$ cat config.mk
export PLATFORM = sky130hd
export DESIGN_NAME = syn_remap_unit
export DESIGN_NICKNAME = d
export VERILOG_FILES = /design/src/rtl/syn_remap_pkg.sv /design/src/rtl/srm_lead_tbl.sv /design/src/rtl/srm_remap_tbl.sv /design/src/rtl/syn_remap_unit.sv
export SDC_FILE = /design/constraint.sdc
export NUM_CORES = 1
export LEC_CHECK = 0
export BUFFER_PORTS_ARGS = -buffer_cell sky130_fd_sc_hd__buf_2
export CAP_MARGIN = 20
export CORE_ASPECT_RATIO = 1.5
export CORE_MARGIN = 2
export CORE_UTILIZATION = 40
export DETAILED_ROUTE_END_ITERATION = 7
export GPL_ROUTABILITY_DRIVEN = 1
export SETUP_SLACK_MARGIN = 0.02
export SYNTH_ARGS = -nofsm -noshare
export SYNTH_HDL_FRONTEND = slang
export SYNTH_HIERARCHICAL = 1
export SYNTH_SLANG_ARGS = --single-unit
$ cat constraint.sdc
create_clock -name clk -period 9.15 [get_ports clk]
set_clock_uncertainty 0.2 [all_clocks]
set_input_delay 0.915 -clock clk [delete_from_list [all_inputs] [get_ports clk]]
set_output_delay 0.915 -clock clk [all_outputs]
set_load 0.005 [all_outputs]
$ cat src/rtl/syn_remap_pkg.sv
package syn_remap_pkg;

  typedef enum logic [2:0] {
    ST_IDLE,
    ST_REMAP,
    ST_ISSUE,
    ST_WAIT,
    ST_TLBREQ,
    ST_TLBWAIT,
    ST_DECIDE
  } srm_state_e;

  // index of the lowest clear bit among the first n bits, 0 when none is clear
  function automatic int lowest_zero(input logic [63:0] v, input int n);
    int r;
    r = 0;
    for (int i = n - 1; i >= 0; i--) begin
      if (!v[i]) r = i;
    end
    return r;
  endfunction

  function automatic int idx_width(input int n);
    return (n > 1) ? $clog2(n) : 1;
  endfunction

endpackage

$ cat src/rtl/srm_lead_tbl.sv
module srm_lead_tbl
  import syn_remap_pkg::*;
#(
  parameter int N     = 8,
  parameter int VPN_W = 20,
  parameter int PPN_W = 16
) (
  input  logic             clk,
  input  logic             rst_n,
  input  logic [PPN_W-1:0] q_ppn,
  output logic             q_hit,
  output logic [VPN_W-1:0] q_vpn,
  output logic             full,
  input  logic             alloc_en,
  input  logic [VPN_W-1:0] alloc_vpn,
  input  logic [PPN_W-1:0] alloc_ppn,
  input  logic             rel_en,
  input  logic [VPN_W-1:0] rel_vpn
);
  localparam int IW = idx_width(N);

  logic [N-1:0]     vld, match, kill;
  logic [VPN_W-1:0] t_vpn [N];
  logic [PPN_W-1:0] t_ppn [N];
  logic [IW-1:0]    free_idx;

  for (genvar g = 0; g < N; g++) begin : g_cmp
    assign match[g] = vld[g] && (t_ppn[g] == q_ppn);
    assign kill[g]  = rel_en && vld[g] && (t_vpn[g] == rel_vpn);
  end

  always_comb begin
    q_vpn = '0;
    for (int i = 0; i < N; i++) begin
      if (match[i]) q_vpn = q_vpn | t_vpn[i];
    end
  end

  assign q_hit    = |match;
  assign full     = &vld;
  assign free_idx = IW'(lowest_zero(64'(vld), N));

  always_ff @(posedge clk) begin
    if (!rst_n) begin
      vld <= '0;
    end else begin
      vld <= vld & ~kill;
      if (alloc_en) vld[free_idx] <= 1'b1;
    end
  end

  always_ff @(posedge clk) begin
    if (alloc_en) begin
      t_vpn[free_idx] <= alloc_vpn;
      t_ppn[free_idx] <= alloc_ppn;
    end
  end

  assert_one_leader_per_page_R4: assert property (@(posedge clk) disable iff (!rst_n)
    $onehot0(match));

  assert_leader_alloc_room_R8: assert property (@(posedge clk) disable iff (!rst_n)
    alloc_en |-> !full);

endmodule

$ cat src/rtl/srm_remap_tbl.sv
module srm_remap_tbl
  import syn_remap_pkg::*;
#(
  parameter int N     = 4,
  parameter int VPN_W = 20
) (
  input  logic             clk,
  input  logic             rst_n,
  input  logic [VPN_W-1:0] q_vpn,
  output logic             q_hit,
  output logic [VPN_W-1:0] q_lead,
  output logic             full,
  input  logic             alloc_en,
  input  logic [VPN_W-1:0] alloc_syn,
  input  logic [VPN_W-1:0] alloc_lead,
  input  logic             rel_en,
  input  logic [VPN_W-1:0] rel_lead
);
  localparam int IW = idx_width(N);

  logic [N-1:0]     vld, match, kill;
  logic [VPN_W-1:0] t_syn  [N];
  logic [VPN_W-1:0] t_lead [N];
  logic [IW-1:0]    free_idx;

  for (genvar g = 0; g < N; g++) begin : g_cmp
    assign match[g] = vld[g] && (t_syn[g] == q_vpn);
    assign kill[g]  = rel_en && vld[g] && (t_lead[g] == rel_lead);
  end

  always_comb begin
    q_lead = '0;
    for (int i = 0; i < N; i++) begin
      if (match[i]) q_lead = q_lead | t_lead[i];
    end
  end

  assign q_hit    = |match;
  assign full     = &vld;
  assign free_idx = IW'(lowest_zero(64'(vld), N));

  always_ff @(posedge clk) begin
    if (!rst_n) begin
      vld <= '0;
    end else begin
      vld <= vld & ~kill;
      if (alloc_en) vld[free_idx] <= 1'b1;
    end
  end

  always_ff @(posedge clk) begin
    if (alloc_en) begin
      t_syn[free_idx]  <= alloc_syn;
      t_lead[free_idx] <= alloc_lead;
    end
  end

  assert_one_remap_per_page_R5: assert property (@(posedge clk) disable iff (!rst_n)
    $onehot0(match));

  assert_remap_alloc_room_R8: assert property (@(posedge clk) disable iff (!rst_n)
    alloc_en |-> !full);

endmodule

$ cat src/rtl/syn_remap_unit.sv
module syn_remap_unit
  import syn_remap_pkg::*;
#(
  parameter int VPN_W        = 20,
  parameter int PPN_W        = 16,
  parameter int OFF_W        = 12,
  parameter int LEAD_N       = 8,
  parameter int SYN_PAGES    = 4,
  parameter int SYN_PER_PAGE = 2
) (
  input  logic             clk,
  input  logic             rst_n,
  input  logic             core_valid,
  output logic             core_ready,
  input  logic [VPN_W-1:0] core_vpn,
  input  logic [OFF_W-1:0] core_off,
  output logic             cache_valid,
  input  logic             cache_ready,
  output logic [VPN_W-1:0] cache_vpn,
  output logic [OFF_W-1:0] cache_off,
  input  logic             cache_rsp_valid,
  input  logic             cache_rsp_miss,
  output logic             tlb_req_valid,
  input  logic             tlb_req_ready,
  output logic [VPN_W-1:0] tlb_req_vpn,
  input  logic             tlb_rsp_valid,
  input  logic [PPN_W-1:0] tlb_rsp_ppn,
  input  logic             evict_valid,
  input  logic [VPN_W-1:0] evict_vpn
);
  localparam int REMAP_N = SYN_PAGES * (SYN_PER_PAGE - 1);

  srm_state_e       state;
  logic [VPN_W-1:0] cur_vpn;
  logic [OFF_W-1:0] cur_off;
  logic [PPN_W-1:0] cur_ppn;
  logic             replay;

  // named events
  logic             core_acc, rm_hit, ld_hit, ld_full, rm_full;
  logic             decide_go, ld_alloc, rm_alloc, same_lead;
  logic [VPN_W-1:0] rm_lead, ld_vpn;

  assign core_ready  = (state == ST_IDLE) && !evict_valid;
  assign core_acc    = core_valid && core_ready;
  assign cache_valid = (state == ST_ISSUE);
  assign cache_vpn   = cur_vpn;
  assign cache_off   = cur_off;
  assign tlb_req_valid = (state == ST_TLBREQ);
  assign tlb_req_vpn   = cur_vpn;

  assign decide_go = (state == ST_DECIDE) && !evict_valid;
  assign same_lead = ld_hit && (ld_vpn == cur_vpn);
  assign ld_alloc  = decide_go && !ld_hit && !ld_full;
  assign rm_alloc  = decide_go && ld_hit && !same_lead && !rm_full;

  srm_remap_tbl #(.N(REMAP_N), .VPN_W(VPN_W)) u_remap (
    .clk(clk), .rst_n(rst_n),
    .q_vpn(core_vpn), .q_hit(rm_hit), .q_lead(rm_lead), .full(rm_full),
    .alloc_en(rm_alloc), .alloc_syn(cur_vpn), .alloc_lead(ld_vpn),
    .rel_en(evict_valid), .rel_lead(evict_vpn)
  );

  srm_lead_tbl #(.N(LEAD_N), .VPN_W(VPN_W), .PPN_W(PPN_W)) u_lead (
    .clk(clk), .rst_n(rst_n),
    .q_ppn(cur_ppn), .q_hit(ld_hit), .q_vpn(ld_vpn), .full(ld_full),
    .alloc_en(ld_alloc), .alloc_vpn(cur_vpn), .alloc_ppn(cur_ppn),
    .rel_en(evict_valid), .rel_vpn(evict_vpn)
  );

  always_ff @(posedge clk) begin
    if (!rst_n) begin
      state   <= ST_IDLE;
      cur_vpn <= '0;
      cur_off <= '0;
      cur_ppn <= '0;
      replay  <= 1'b0;
    end else begin
      unique case (state)
        ST_IDLE: if (core_acc) begin
          cur_vpn <= rm_hit ? rm_lead : core_vpn;
          cur_off <= core_off;
          replay  <= 1'b0;
          state   <= rm_hit ? ST_REMAP : ST_ISSUE;
        end
        ST_REMAP: state <= ST_ISSUE;
        ST_ISSUE: if (cache_ready) state <= ST_WAIT;
        ST_WAIT: if (cache_rsp_valid) begin
          state <= (cache_rsp_miss && !replay) ? ST_TLBREQ : ST_IDLE;
        end
        ST_TLBREQ: if (tlb_req_ready) state <= ST_TLBWAIT;
        ST_TLBWAIT: if (tlb_rsp_valid) begin
          cur_ppn <= tlb_rsp_ppn;
          state   <= ST_DECIDE;
        end
        ST_DECIDE: if (decide_go) begin
          if (ld_alloc || same_lead) begin
            state <= ST_IDLE;
          end else if (rm_alloc) begin
            cur_vpn <= ld_vpn;
            replay  <= 1'b1;
            state   <= ST_ISSUE;
          end
        end
        default: state <= ST_IDLE;
      endcase
    end
  end

  assert_pass_through_R1: assert property (@(posedge clk) disable iff (!rst_n)
    core_acc && !rm_hit |=> cache_valid && cache_vpn == $past(core_vpn) && cache_off == $past(core_off));

  assert_remap_extra_cycle_R2: assert property (@(posedge clk) disable iff (!rst_n)
    core_acc && rm_hit |=> !cache_valid);

  assert_tlb_after_miss_R3: assert property (@(posedge clk) disable iff (!rst_n)
    $rose(tlb_req_valid) |-> $past(cache_rsp_valid && cache_rsp_miss && !replay));

  assert_replay_uses_leader_R5: assert property (@(posedge clk) disable iff (!rst_n)
    rm_alloc |=> cache_valid && cache_vpn == $past(ld_vpn));

  assert_full_stall_R8: assert property (@(posedge clk) disable iff (!rst_n)
    (state == ST_DECIDE) && ld_hit && !same_lead && rm_full |=> !cache_valid && !core_ready);

  assert_no_accept_on_release_R10: assert property (@(posedge clk) disable iff (!rst_n)
    evict_valid |-> !core_ready);

  assert_cache_hold_R12: assert property (@(posedge clk) disable iff (!rst_n)
    cache_valid && !cache_ready |=> cache_valid && $stable(cache_vpn) && $stable(cache_off));

endmodule

==> results of run 1 <==
==> area by class of cell <==
type	instances	area (um^2)	share of cell area, %
sequential	512	14700	54.0
multi-input combinational	1161	8800	32.2
clock buffer	76	1430	5.24
inverter	26	97.6	0.358
clock inverter	18	195	0.715
timing repair buffer	185	1060	3.89
tap	784	981	3.59
==> kinds of logic (layout without fill, tap and decap cells) <==
group                  count (synthesis)  in the layout  synth area share [%]
multiplexers                          43             43                  1.76
flip-flops                           512            512                  60.4
AND/OR/NAND/NOR                      499            499                  11.4
AO/OA/AOI/OAI                        151            151                  5.33
buffers and inverters                166            305                  4.11
XOR/XNOR                             468            468                  17.0
==> synthesized netlist by cell type (all sizes together), types with 3 or more instances <==
library cell | count | area [um^2]
xor2 | 191 | 1680
and2 | 3 | 18.8
o21ai | 7 | 35.0
dfxtp | 64 | 1280
o21a | 14 | 105
mux2i | 43 | 430
and3 | 7 | 43.8
a22oi | 41 | 403
nand2 | 116 | 438
nor4 | 61 | 482
a41oi | 5 | 43.8
edfxtp | 448 | 13500
nand3 | 182 | 1010
a211oi | 3 | 22.5
xnor2 | 277 | 2470
o2111a | 20 | 225
dlygate4sd3 | 3 | 30.0
buf | 85 | 647
clkbuf | 50 | 210
inv | 26 | 97.6
nand4 | 89 | 578
nor3 | 16 | 85.1
a21oi | 5 | 25.0
nor2 | 16 | 60.1
nor2b | 5 | 31.3
a21boi | 30 | 225
o211ai | 20 | 150
==> power by group through the flow <==
| stage | registers [uW] | clock network [uW] | logic (uW) |
|---|---|---|---|
| after floorplan | 2610 | 0 | 165 |
| after global placement | 2600 | 0 | 315 |
| after detailed placement | 2600 | 0 | 315 |
| after CTS | 2550 | 2110 | 317 |
| after global routing | 2550 | 2200 | 331 |
| final | 2550 | 2070 | 315 |
==> flip-flops by register name, indices dropped and copies added (netlist names), 8 cells and up <==
signal / flops
u_lead/t_ppn: 128
cache_vpn: 20
u_lead/vld: 8
cache_off: 12
cur_ppn: 16
u_remap/t_lead: 80
u_lead/t_vpn: 160
u_remap/t_syn: 80
==> metal layers <==
metal  track usage, %  up-vias  routed length [um]
met3             3.22      226                4390
met4             17.0        0                6200
met2             47.5      685               43500
met1             28.0     7863               28700
met5                0        -                   0
li1                 -     6910                   -
==> critical path: stages (launching register included) <==
cell,delay (ps)
dfxtp_1,790
xor2_1,280
nor4_1,540
nand4_1,250
nor3_2,200
buf_4,310
a22oi_1,150
nand3_2,170
xor2_1,100
nor4_1,320
nand4_1,200
nor4_4,480
nor3_1,180
nand2_1,240
nor3b_2,80
buf_4,330
or4_1,610
nor4_2,160
a41oi_1,140
==> stage by stage <==
step | cell area, um^2 | power [uW] | hold slack (ps) | util, % | std cells
floorplan | 24400 | 2780 | 259 | - | 1839
global placement | 25700 | 2920 | 252 | 42.7 | 2668
detailed placement | 25700 | 2920 | 259 | 42.7 | 2668
CTS | 27300 | 4980 | 268 | 45.4 | 2762
global route | 27300 | 5080 | 297 | 45.4 | 2762
finish | 27300 | 4940 | 264 | 45.4 | 2762
==> worst paths after layout <==
path	startpoint	cells after the start	endpoint	slack, ps
min reg2reg	cache_off[7]	2	cache_off[7]	260
min	cache_off[7]	2	cache_off[7]	260
max	cur_ppn[6]	18	u_remap/vld[2]	3190
max reg2reg	cur_ppn[6]	18	u_remap/vld[2]	3190
==> impl_metrics.ini, run 1 <==
[run_status]
outcome = finished, final reports clean

[sta]
slew_headroom_pct = 25.3
setup_ws_ps = 3190
post-route-min-period_ps = 5960
setup_viol = 0
final-hold-violation-count = 0
max_slew.worst_pin.slew_ps = 1120
fmax_ghz = 0.168
maxSlewViolCount = 0
timing.final.crit_share_pct = 65.1
rsz0062_at_grt = no
final.setup.tns_ps = 0

[pwr]
p_int_uw = 3790
p_per_area_mw_per_mm2 = 181
p_clk_share_pct = 41.9
irDropWorstVdd_uv = 160
leakagePower_uw = 0.00899
swShare_pct = 23.3
seqPwrFrac_pct = 51.7
pwr-share-comb_pct = 6.4
switchingPower_uw = 1150

[critical_path]
crit_arrival_ps = 6210
cp.required_ps = 9400
endpoint_kind = register
crit_type = register to register
startpoint_type = register
cp_max_fo = 42

[global_route]
grt_pass1_vias = 16100
grt_pass1_wl_um = 116000
grt_start_max_net_pins = 87
gr-total-overflow = 0
grt.total_usage_pct = 26.0
grt_antenna_before_repair = 2

[yosys]
synthArstFlopShare_pct = 0
synth_edf_count = 448
syn_nets = 1916
syn_avg_cell_area_um2 = 13.3
ys_warn_count = 6
ys_seq_area_share_pct = 60.4
synth.cell_area_mm2 = 0.0244
synth_seq_cells = 512
yosys_most_used_dff = edfxtp_1
synth_cells = 1839
synth_cell_types = 56

[die]
io_pins = 132
fp.dieH_um = 306
start_util_pct = 40.6
die_area_mm2 = 0.0630
std_cell_rows = 110
die-width_um = 206
design.core.area_mm2 = 0.0601

[clock_tree]
cts_sinks = 512
clock_latency_ps = 630
cts_made_buffers = 50
cts_tree = built
cts_max_level = 2
holdBufCountCts = 0
cts_root_buffer = clkbuf_16
clk_pin_slew_worst_paths_ps = 70
cts_setup_buffers = 0
cts_buffer_depth = 3
cts_resized = 0

[run]
max_cap_viol_count = 0

[place]
hpwl_um = 57200
preCtsSetupSlack_ps = 3190
gp_congestion = 0.979
io_buffers = 131

[final_layout]
area_delta_synth_final_pct = 11.9
diodes = 0
final_cell_mix = edfxtp_1 (448), xnor2_1 (271), xor2_1 (190), nand3_1 (163), buf_2 (131)
final_common_cell = edfxtp_1
nNetsFinal = 2013
drive_gt1_share_pct = 17.1
n_fill_cell = 5385

[route]
drt_iter0_drc = 1337
wire_per_inst_um = 29.9
postRouteAntennaNets = 0
drc = 0
vias = 15700
vias_per_cell = 5.68
wl_um = 82700
first_pass_iters = 5

[min_path]
hp-class = register to register
(Power assumes the default switching activity.)
==> inputs of run 2 (changes only) <==
- clock period: 9.15 -> 5.7 ns (I/O delays scaled with it)
==> run 2 against run 1 <==
Against the previous run:
- setup slack got worse by 2600 ps
- clock power up 70%
- non-clock buffer count is 27 higher
- critical path type unchanged
- largest power group unchanged
==> impl_metrics.ini, run 2 (synthesis gave the netlist of run 1 again) <==
[critical_path]
startpoint_type = register
r2r_start = cur_ppn[8]
cp_max_fo = 27
r2r_slack_ps = 580
crit_arrival_ps = 5190
ff2ff_path_depth = 16
endpoint_kind = register
startpoint = cur_ppn[8]
cp.required_ps = 5760
rr_endpoint = u_remap/t_lead[1][6]
cp-endpoint = u_remap/t_lead[1][6]
crit_type = register to register

[route]
vias = 16000
drc = 0
wire_per_inst_um = 29.1
wl_um = 81300
vias_per_cell = 5.73
postRouteAntennaNets = 0
first_pass_iters = 7
drt_iter0_drc = 1404

[final_layout]
nNetsFinal = 2040
area_delta_synth_final_pct = 13.5
largestRegisters = u_lead/t_vpn: 160 flops, u_lead/t_ppn: 128 flops
final_common_cell = edfxtp_1
drive_gt1_share_pct = 18.4
largest_reg_flops = 160
regMostFlops = u_lead/t_vpn
final_cell_mix = edfxtp_1 (448), xnor2_1 (271), xor2_1 (190), nand3_1 (163), buf_2 (131)
fin_util_pct = 46.0

[sta]
final-hold-violation-count = 0
timing.final.crit_share_pct = 89.9
fmax_ghz = 0.195
final.setup.tns_ps = 0
setup_ws_ps = 577
maxSlewViolCount = 0
slew_headroom_pct = 33.4
max_slew.worst_pin.slew_ps = 996
post-route-min-period_ps = 5120
rsz0062_at_grt = no
setup_viol = 0

[global_route]
grt.total_usage_pct = 25.5
gr-total-overflow = 0
grt_start_max_net_pins = 46
grt_antenna_before_repair = 2
grt_pass1_vias = 16100
grt_pass1_wl_um = 114000

[die]
design.core.area_mm2 = 0.0601
die-width_um = 206
die_area_mm2 = 0.0630
fp.dieH_um = 306
start_util_pct = 40.6
io_pins = 132
std_cell_rows = 110

[place]
hpwl_um = 57100
preCtsSetupSlack_ps = 514
gp_congestion = 0.961
io_buffers = 131

[clock_tree]
cts_max_level = 2
cts_setup_buffers = 0
cts_made_buffers = 50
clk_pin_slew_worst_paths_ps = 60
clock_latency_ps = 610
cts_sinks = 512
cts_tree = built
cts_root_buffer = clkbuf_16
cts_buffer_depth = 3

[pwr]
p_per_area_mw_per_mm2 = 293
swShare_pct = 22.6
irDropWorstVdd_uv = 207
p_total_uw = 8120
p_int_uw = 6280
p_clk_share_pct = 43.3
seqPwrFrac_pct = 50.4
pwr-share-comb_pct = 6.2
leakagePower_uw = 0.00919
switchingPower_uw = 1840

[min_path]
hp-class = input port to register

[run]
max_cap_viol_count = 0

[run_status]
outcome = finished, final reports clean
run 2: area by class of cell:
class	instances	area, um^2
fill	5363	32500
sequential	512	14700
multi-input combinational	1161	8800
clock buffer	64	1380
timing repair buffer	212	1330
tap	784	981
clock inverter	30	360
inverter	26	97.6
antenna	2	5.00
run 2: how the worst min path moves through the flow:
stage	from	to	slack (ps)	cells past startpoint
after floorplan	cache_off[0]	cache_off[0]	260	2
after global placement	cache_off[1]	cache_off[1]	250	2
after detailed placement	cache_off[1]	cache_off[1]	260	2
after CTS	core_off[3]	cache_off[3]	2	3
after global routing	tlb_rsp_ppn[4]	cur_ppn[4]	20	3
final	core_off[1]	cache_off[1]	30	3
run 2: power groups by stage:
stage	combinational [uW]	sequential [uW]	clock, uW
6_report	506	4090	3520
3_3_place_gp	500	4170	0
2_1_floorplan	265	4190	0
5_1_grt	532	4090	3700
4_1_cts	508	4090	3570
3_5_place_dp	504	4170	0
run 2: metrics by stage:
| stage | hold slack (ps) | std cells | area, um^2 |
|---|---|---|---|
| 3_5_place_dp | 261 | 2692 | 25900 |
| 6_report | 25.7 | 2791 | 27700 |
| 3_3_place_gp | 249 | 2692 | 25900 |
| 5_1_grt | 19.4 | 2790 | 27700 |
| 2_1_floorplan | 260 | 1839 | 24400 |
| 4_1_cts | 1.90 | 2789 | 27700 |
run 2: what timing repair did:
action                                 4_1_cts  5_1_grt
setup endpoints to repair                    0        0
hold buffers                                 3        0
gates resized for setup                      0        0
endpoints found under the hold margin        3        0
run 2: critical path, cell delays in order (launching register included):
cell and delay (ps):
dfxtp_1 640, buf_4 270, xor2_1 80, nor4_1 530, nand4_1 210, nor3_2 190, buf_4 290, a22oi_1 140
nand3_2 160, xor2_1 270, nor4_1 110, nand3_1 150, nor4_4 60, nor3_1 260, nand2_1 260, nor2_4 460
buf_4 460
run 2: layer usage:
layer | vias up | GRT usage (%) | routed length, um
met3 | 240 | 3.04 | 4500
met4 | 0 | 17.2 | 6340
met2 | 763 | 45.9 | 42100
met5 | - | 0 | 0
li1 | 6962 | - | -
met1 | 8029 | 27.9 | 28300
